==> src/rtl/cell_rt_pkg.sv <==
package cell_rt_pkg;

    localparam int OVH_OCT  = 4;
    localparam int HDR_OCT  = 4;
    localparam int HEC_OCT  = 1;
    localparam int PAY_OCT  = 48;
    localparam int SLOT_OCT = OVH_OCT + HDR_OCT + HEC_OCT + PAY_OCT;
    localparam int HDR_W    = 8 * HDR_OCT;
    localparam int IDX_W    = $clog2(SLOT_OCT);

    typedef logic [IDX_W-1:0] oct_idx_t;

    localparam oct_idx_t IDX_OVH_LAST  = oct_idx_t'(OVH_OCT - 1);
    localparam oct_idx_t IDX_HDR_FIRST = oct_idx_t'(OVH_OCT);
    localparam oct_idx_t IDX_HDR_LAST  = oct_idx_t'(OVH_OCT + HDR_OCT - 1);
    localparam oct_idx_t IDX_HEC       = oct_idx_t'(OVH_OCT + HDR_OCT);
    localparam oct_idx_t IDX_PAY_FIRST = oct_idx_t'(OVH_OCT + HDR_OCT + HEC_OCT);
    localparam oct_idx_t IDX_SLOT_LAST = oct_idx_t'(SLOT_OCT - 1);

    typedef enum logic [1:0] {
        FMT_SLOT    = 2'd0,
        FMT_CELL    = 2'd1,
        FMT_NOHEC   = 2'd2,
        FMT_PAYLOAD = 2'd3
    } out_fmt_e;

    typedef enum logic [1:0] {
        ST_IDLE,
        ST_OVHD,
        ST_HDR,
        ST_BODY
    } slot_state_e;

    // Whether slot octet i is forwarded under format f
    function automatic logic fmt_keeps(input out_fmt_e f, input oct_idx_t i);
        logic keep;
        keep = 1'b0;
        unique case (f)
            FMT_SLOT:    keep = 1'b1;
            FMT_CELL:    keep = (i >= IDX_HDR_FIRST);
            FMT_NOHEC:   keep = (i >= IDX_HDR_FIRST) && (i != IDX_HEC);
            FMT_PAYLOAD: keep = (i >= IDX_PAY_FIRST);
        endcase
        return keep;
    endfunction

    // First forwarded octet under format f, carries start-of-cell
    function automatic oct_idx_t fmt_first(input out_fmt_e f);
        oct_idx_t first;
        first = '0;
        unique case (f)
            FMT_SLOT:    first = '0;
            FMT_CELL:    first = IDX_HDR_FIRST;
            FMT_NOHEC:   first = IDX_HDR_FIRST;
            FMT_PAYLOAD: first = IDX_PAY_FIRST;
        endcase
        return first;
    endfunction

endpackage

==> src/rtl/cell_hdr_match.sv <==
module cell_hdr_match #(
    parameter  int NPORT = 4,
    parameter  int HDR_W = 32,
    localparam int PW    = (NPORT > 1) ? $clog2(NPORT) : 1
) (
    input  logic [HDR_W-1:0]       hdr,
    input  logic [NPORT*HDR_W-1:0] value,
    input  logic [NPORT*HDR_W-1:0] mask,
    output logic                   hit,
    output logic [PW-1:0]          port
);

    logic [NPORT-1:0] match;

    // One masked comparator per port
    for (genvar g = 0; g < NPORT; g++) begin : g_cmp
        assign match[g] = ((hdr ^ value[g*HDR_W +: HDR_W]) & mask[g*HDR_W +: HDR_W]) == '0;
    end

    // Lowest-numbered matching port wins
    always_comb begin
        hit  = |match;
        port = '0;
        for (int p = NPORT - 1; p >= 0; p--) begin
            if (match[p]) begin
                port = PW'(p);
            end
        end
    end

endmodule

==> src/rtl/cell_delay_line.sv <==
module cell_delay_line #(
    parameter int W     = 15,
    parameter int DEPTH = 8
) (
    input  logic         clk,
    input  logic         rst_n,
    input  logic [W-1:0] d,
    output logic [W-1:0] q
);

    logic [DEPTH-1:0][W-1:0] stg;

    always_ff @(posedge clk) begin
        if (!rst_n) begin
            stg <= '0;
        end else begin
            stg <= {stg[DEPTH-2:0], d};
        end
    end

    assign q = stg[DEPTH-1];

endmodule

==> src/rtl/cell_sat_counter.sv <==
module cell_sat_counter #(
    parameter int CNT_W = 16
) (
    input  logic             clk,
    input  logic             rst_n,
    input  logic             inc,
    output logic [CNT_W-1:0] count
);

    always_ff @(posedge clk) begin
        if (!rst_n) begin
            count <= '0;
        end else if (inc && (count != '1)) begin
            count <= count + 1'b1;
        end
    end

endmodule

==> src/rtl/cell_screen_router.sv <==
module cell_screen_router
    import cell_rt_pkg::*;
#(
    parameter  int NPORT = 4,
    parameter  int CNT_W = 16,
    localparam int PW    = (NPORT > 1) ? $clog2(NPORT) : 1
) (
    input  logic                   clk,
    input  logic                   rst_n,
    input  logic                   in_sos,
    input  logic [7:0]             in_data,
    input  logic [1:0]             cfg_fmt,
    input  logic [NPORT*HDR_W-1:0] cfg_value,
    input  logic [NPORT*HDR_W-1:0] cfg_mask,
    input  logic [NPORT-1:0]       port_full,
    output logic [NPORT-1:0]       port_wr,
    output logic [NPORT-1:0]       port_soc,
    output logic [7:0]             port_data,
    output logic [CNT_W-1:0]       discard_cnt
);

    localparam int DECIDE_LAT = OVH_OCT + HDR_OCT;
    localparam int DL_W       = 1 + IDX_W + 8;

    slot_state_e state_q, state_nx;
    oct_idx_t    idx_q, cur_idx;
    logic        slot_oct;
    logic        decide;

    // Settings captured at slot start
    out_fmt_e               act_fmt;
    logic [NPORT*HDR_W-1:0] act_value;
    logic [NPORT*HDR_W-1:0] act_mask;

    // Header assembly and matching
    logic [HDR_W-9:0] hdr_q;
    logic [HDR_W-1:0] hdr_full;
    logic             m_hit;
    logic [PW-1:0]    m_port;
    logic             sel_full;

    // Routing decision applied to the delayed slot
    logic          dec_fwd;
    logic [PW-1:0] dec_port;
    out_fmt_e      dec_fmt;

    // Delay line tail
    logic [DL_W-1:0] dl_in, dl_out;
    logic            t_v;
    oct_idx_t        t_idx;
    logic [7:0]      t_data;

    // ---------------- next-state logic ----------------
    always_comb begin
        cur_idx  = (state_q == ST_IDLE) ? '0 : idx_q;
        slot_oct = (state_q != ST_IDLE) || in_sos;
        state_nx = state_q;
        unique case (state_q)
            ST_IDLE: if (in_sos)                     state_nx = ST_OVHD;
            ST_OVHD: if (cur_idx == IDX_OVH_LAST)    state_nx = ST_HDR;
            ST_HDR:  if (cur_idx == IDX_HDR_LAST)    state_nx = ST_BODY;
            ST_BODY: if (cur_idx == IDX_SLOT_LAST)   state_nx = ST_IDLE;
        endcase
        decide = (state_q == ST_HDR) && (cur_idx == IDX_HDR_LAST);
    end

    // ---------------- state register ----------------
    always_ff @(posedge clk) begin
        if (!rst_n) begin
            state_q <= ST_IDLE;
            idx_q   <= '0;
        end else begin
            state_q <= state_nx;
            idx_q   <= slot_oct ? oct_idx_t'(cur_idx + 1'b1) : '0;
        end
    end

    // ---------------- capture, header and decision ----------------
    assign hdr_full = {hdr_q, in_data};

    cell_hdr_match #(
        .NPORT (NPORT),
        .HDR_W (HDR_W)
    ) u_match (
        .hdr   (hdr_full),
        .value (act_value),
        .mask  (act_mask),
        .hit   (m_hit),
        .port  (m_port)
    );

    assign sel_full = port_full[m_port];

    always_ff @(posedge clk) begin
        if (!rst_n) begin
            act_fmt   <= FMT_CELL;
            act_value <= '0;
            act_mask  <= '0;
            hdr_q     <= '0;
            dec_fwd   <= 1'b0;
            dec_port  <= '0;
            dec_fmt   <= FMT_CELL;
        end else begin
            if ((state_q == ST_IDLE) && in_sos) begin
                act_fmt   <= out_fmt_e'(cfg_fmt);
                act_value <= cfg_value;
                act_mask  <= cfg_mask;
            end
            if (state_q == ST_HDR) begin
                hdr_q <= hdr_full[HDR_W-9:0];
            end
            if (decide) begin
                dec_fwd  <= m_hit && !sel_full;
                dec_port <= m_port;
                dec_fmt  <= act_fmt;
            end
        end
    end

    cell_sat_counter #(
        .CNT_W (CNT_W)
    ) u_discard (
        .clk   (clk),
        .rst_n (rst_n),
        .inc   (decide && (!m_hit || sel_full)),
        .count (discard_cnt)
    );

    // ---------------- slot delay ----------------
    assign dl_in = {slot_oct, cur_idx, in_data};

    cell_delay_line #(
        .W     (DL_W),
        .DEPTH (DECIDE_LAT)
    ) u_delay (
        .clk   (clk),
        .rst_n (rst_n),
        .d     (dl_in),
        .q     (dl_out)
    );

    assign {t_v, t_idx, t_data} = dl_out;

    // ---------------- output process ----------------
    always_ff @(posedge clk) begin
        if (!rst_n) begin
            port_wr   <= '0;
            port_soc  <= '0;
            port_data <= '0;
        end else begin
            port_wr  <= '0;
            port_soc <= '0;
            if (t_v && dec_fwd && fmt_keeps(dec_fmt, t_idx)) begin
                port_wr[dec_port]  <= 1'b1;
                port_soc[dec_port] <= (t_idx == fmt_first(dec_fmt));
                port_data          <= t_data;
            end
        end
    end

endmodule

==> config.mk <==
export PLATFORM = sky130hd
export DESIGN_NAME = cell_screen_router
export DESIGN_NICKNAME = d
export VERILOG_FILES = /design/src/rtl/cell_rt_pkg.sv /design/src/rtl/cell_hdr_match.sv /design/src/rtl/cell_delay_line.sv /design/src/rtl/cell_sat_counter.sv /design/src/rtl/cell_screen_router.sv
export SDC_FILE = /design/constraint.sdc
export NUM_CORES = 1
export LEC_CHECK = 0
export BUFFER_PORTS_ARGS = -buffer_cell sky130_fd_sc_hd__buf_2
export CORE_MARGIN = 5
export CORE_UTILIZATION = 50
export CTS_CLUSTER_DIAMETER = 200
export DETAILED_ROUTE_END_ITERATION = 7
export PLACE_DENSITY = 0.77
export SYNTH_ARGS = -nofsm -noshare
export SYNTH_HDL_FRONTEND = slang
export SYNTH_SLANG_ARGS = --single-unit
==> constraint.sdc <==
create_clock -name clk -period 5 [get_ports clk]
set_clock_uncertainty 0.05 [all_clocks]
set_input_delay 0.5 -clock clk [delete_from_list [all_inputs] [get_ports clk]]
set_output_delay 0.5 -clock clk [all_outputs]
set_load 0.01 [all_outputs]
==> run_results.csv <==
group,metric,value,unit
status,status,"completed",
logic_synthesis,synth_nets,2233,
final_layout,final_common_cell,"nand2_1",
power_and_ir_drop,p_per_area,486,mW/mm^2
drt,first_pass_iters,5,
min_path,worst_hold_path.endpoint,"act_mask[87]$_SDFFE_PN0P_",
global_routing,antenna_found_initial,0,
floorplanning,fp.dieH,194,um
cts,cts_tree,"yes",
global_routing,grt-ovfl-total,0,
worst_setup_path,worst-r2r-setup-slack,1.56,ns
logic_synthesis,yosysSeqAreaShare,53.0,%
logic_synthesis,avgSynthCellArea,8.67,sq um
global_routing,grt.met1_usage,31.6,%
worst_setup_path,criticalPathCategory,"reg2reg",
floorplanning,initial_core_util,50.5,%
global_routing,groute.layer.met2.usage,40.5,%
min_path,hold_path.startpoint,"cfg_mask[87]",
floorplanning,pin_count,305,
timing,maxSlewViolCount,0,
timing,finalHoldViolCount,0,
final_layout,finalNetCount,2447,
timing,relSlewSlack,25.6,%
timing,min_period_over_period,68.8,%
global_routing,track_usage,24.3,%
global_routing,grt-busiest-layer,"met2",
drt,drc,0,
final_layout,areaGrowthSynthToFinish,17.8,%
worst_setup_path,crit_path_max_incr_delay,0.78,ns
placed_design,place_congestion,0.921,
final_layout,drive_gt1_share,17.5,%
worst_setup_path,worstPathRequired,5.36,ns
placed_design,dp_hpwl,34500,um
final_layout,fill_cells,2875,
global_routing,grt_pass1_vias,13400,
power_and_ir_drop,peakVddDrop,0.428,mV
timing,fmax,291,MHz
placed_design,pre_cts_slack,1.58,ns
cts,cts_max_path_buffers,3,
logic_synthesis,synthesis.area,0.0169,sq mm
cts,ctsResizeCount,0,
floorplanning,coreArea,0.0334,sq mm
global_routing,grt_max_degree,150,
min_path,hp-class,"in2reg",
worst_setup_path,arrival,3.80,ns
floorplanning,die_x,194,um
worst_setup_path,crit_family,"simple AND/OR/NAND/NOR gates",
drt,drt-total-wl,47900,um
cts,cts_hold_buffers,0,
worst_setup_path,crit_buf_inv,0,
placed_design,port_buffers,304,
worst_setup_path,critPathSlowestCell,"nor4_1",
drt,vias,14000,
min_path,holdPathStages,3,
cts,clk_pin_slew,0.06,ns
worst_setup_path,crit_path_max_fanout,26,
timing,fin_crit,3.44,ns
cts,htreeDepth,2,
floorplanning,dieArea,0.0376,sq mm
worst_setup_path,startpoint_type,"flop",
global_routing,use_met3,3.82,%
floorplanning,row_count,67,
final_layout,final_cell_mix,"nand2_1, dfxtp_1, buf_2, a21oi_1, xor2_1",
logic_synthesis,async_flop_share,0,%
logic_synthesis,synth_seq_cells,447,
worst_setup_path,worst_r2r_endpoint,"u_discard.count[1]$_SDFFE_PN0P_",
timing,finalSetupViolCount,0,
global_routing,grt_pass1_wl,73200,um
drt,drt-initial-drc-count,1164,
cts,postCtsSetupRepairBufs,0,
timing,rsz0062_at_grt,"no",
power_and_ir_drop,power_leakage,8.69,nW
cts,cts.sinks,447,
logic_synthesis,synth_edf_count,0,
logic_synthesis,ys_warn_count,0,
worst_setup_path,r2r_start,"hdr_q[6]$_SDFFE_PN0P_",
drt,detail_route.wl_per_cell,18.1,um
logic_synthesis,syn_inst,1949,
logic_synthesis,synth_ff_type,"dfxtp_1",
worst_setup_path,crit_chain,"xor2_1 -> a22oi_1 -> nand4_1 -> nor4_1 -> nand2b_1 -> o21ai_1 -> o211a_1 -> nor2_1 -> mux2i_1",
drt,routed_via_density,5.27,
logic_synthesis,synth.distinct_cells,42,
timing,final.setup.worst_slack,1.56,ns
cts,clockRootBuffer,"clkbuf_16",
job,cap_viol_max_count,0,
cts,cts-buffers-inserted,44,
worst_setup_path,end_kind,"flop",
timing,tns,0,ns
cts,clk_latency,0.55,ns
timing,tightest_slew,1.11,ns
worst_setup_path,reg2reg_depth,9,
drt,final_antenna_net_count,0,
worst register-to-register path: cells and delay by family (launching register included):
family          cells  cell delay [ns]
compound gates      3             1.02
xor+xnor            1             0.13
flops               1             0.67
mux                 1             0.16
simple gates        4             1.29
flip-flops by register name (all words and copies together), names as in the netlist:
name,count
port_wr,4
act_fmt,2
port_data,8
dec_fmt,2
hdr_q,24
u_delay.q,15
dec_port,2
u_delay.stg,105
idx_q,6
dec_fwd,1
act_mask,128
state_q,2
u_discard.count,16
port_soc,4
act_value,128
power by group:
group	total, mW	switching [mW]	internal (mW)	leakage [nW]
sequential	4.37	0.374	3.99	3.65
clock	3.27	1.35	1.92	0.703
combinational	2.04	1.35	0.692	4.34
total	9.68	3.07	6.61	8.69
how the worst max path moves through the flow:
stage,start,endpoint,slack (ns),cells past startpoint
global placement,in_data[5],u_discard.count[14]$_SDFFE_PN0P_,1.69,10
floorplan,in_data[7],u_discard.count[12]$_SDFFE_PN0P_,2.45,11
CTS,hdr_q[6]$_SDFFE_PN0P_,u_discard.count[1]$_SDFFE_PN0P_,1.67,9
global route,hdr_q[0]$_SDFFE_PN0P_,u_discard.count[0]$_SDFFE_PN0P_,1.34,9
finish,hdr_q[6]$_SDFFE_PN0P_,u_discard.count[1]$_SDFFE_PN0P_,1.56,9
detailed placement,in_data[6],u_discard.count[1]$_SDFFE_PN0P_,1.58,10
per-stage QoR:
step	utilization [%]	power (mW)	std cells	hold WS [ns]	cell area, sq um
4_1_cts	59.5	9.70	2645	0.121	19900
3_5_place_dp	55.1	6.45	2565	0.367	18400
3_3_place_gp	55.1	6.40	2565	0.363	18400
2_1_floorplan	-	5.78	1949	0.362	16900
5_1_grt	59.5	10.1	2645	0.128	19900
6_report	59.5	9.68	2648	0.135	19900
cells by family after synthesis:
family | share of synthesized area [%]
DFF | 53.0
muxes | 2.31
AOI/OAI and AO/OA | 11.9
and+or+nand+nor | 21.1
adders and majority gates | 0.815
xor gates and xnor gates | 6.85
buffers and inverters | 3.99
cells in the mapped netlist, types with 6 or more instances:
| master | count | area, sq um |
|---|---|---|
| a21oi_1 | 268 | 1340 |
| buf_2 | 26 | 130 |
| mux2i_1 | 39 | 390 |
| nand2b_1 | 11 | 68.8 |
| and3_1 | 6 | 37.5 |
| nand3_1 | 13 | 65.1 |
| dfxtp_1 | 447 | 8950 |
| inv_1 | 9 | 33.8 |
| nand4_1 | 19 | 119 |
| nor2_1 | 52 | 195 |
| a22oi_1 | 64 | 480 |
| nand2_1 | 546 | 2050 |
| o21ai_0 | 7 | 35.0 |
| clkbuf_1 | 109 | 409 |
| ha_1 | 11 | 138 |
| buf_6 | 8 | 90.1 |
| and2_1 | 120 | 751 |
| nor3_1 | 14 | 70.1 |
| xor2_1 | 130 | 1140 |
per-layer routing:
layer | vias to the layer above | wire length (um)
met1 | 6462 | 19500
met4 | 0 | 2090
met2 | 582 | 22800
li1 | 6795 | -
met3 | 125 | 3520
met5 | - | 0
final cells by class:
type	instances	area, sq um	share of cell area (%)
inverters	10	45.0	0.226
flip-flops and latches	447	8950	45.0
clock inverters	10	121	0.610
clock buffers	70	1320	6.64
repair buffers	313	1620	8.12
multi-input cells	1347	7280	36.6
diodes	3	7.51	0.0377
well taps	448	561	2.82
Note: power is estimated with default switching activity, not from simulation.
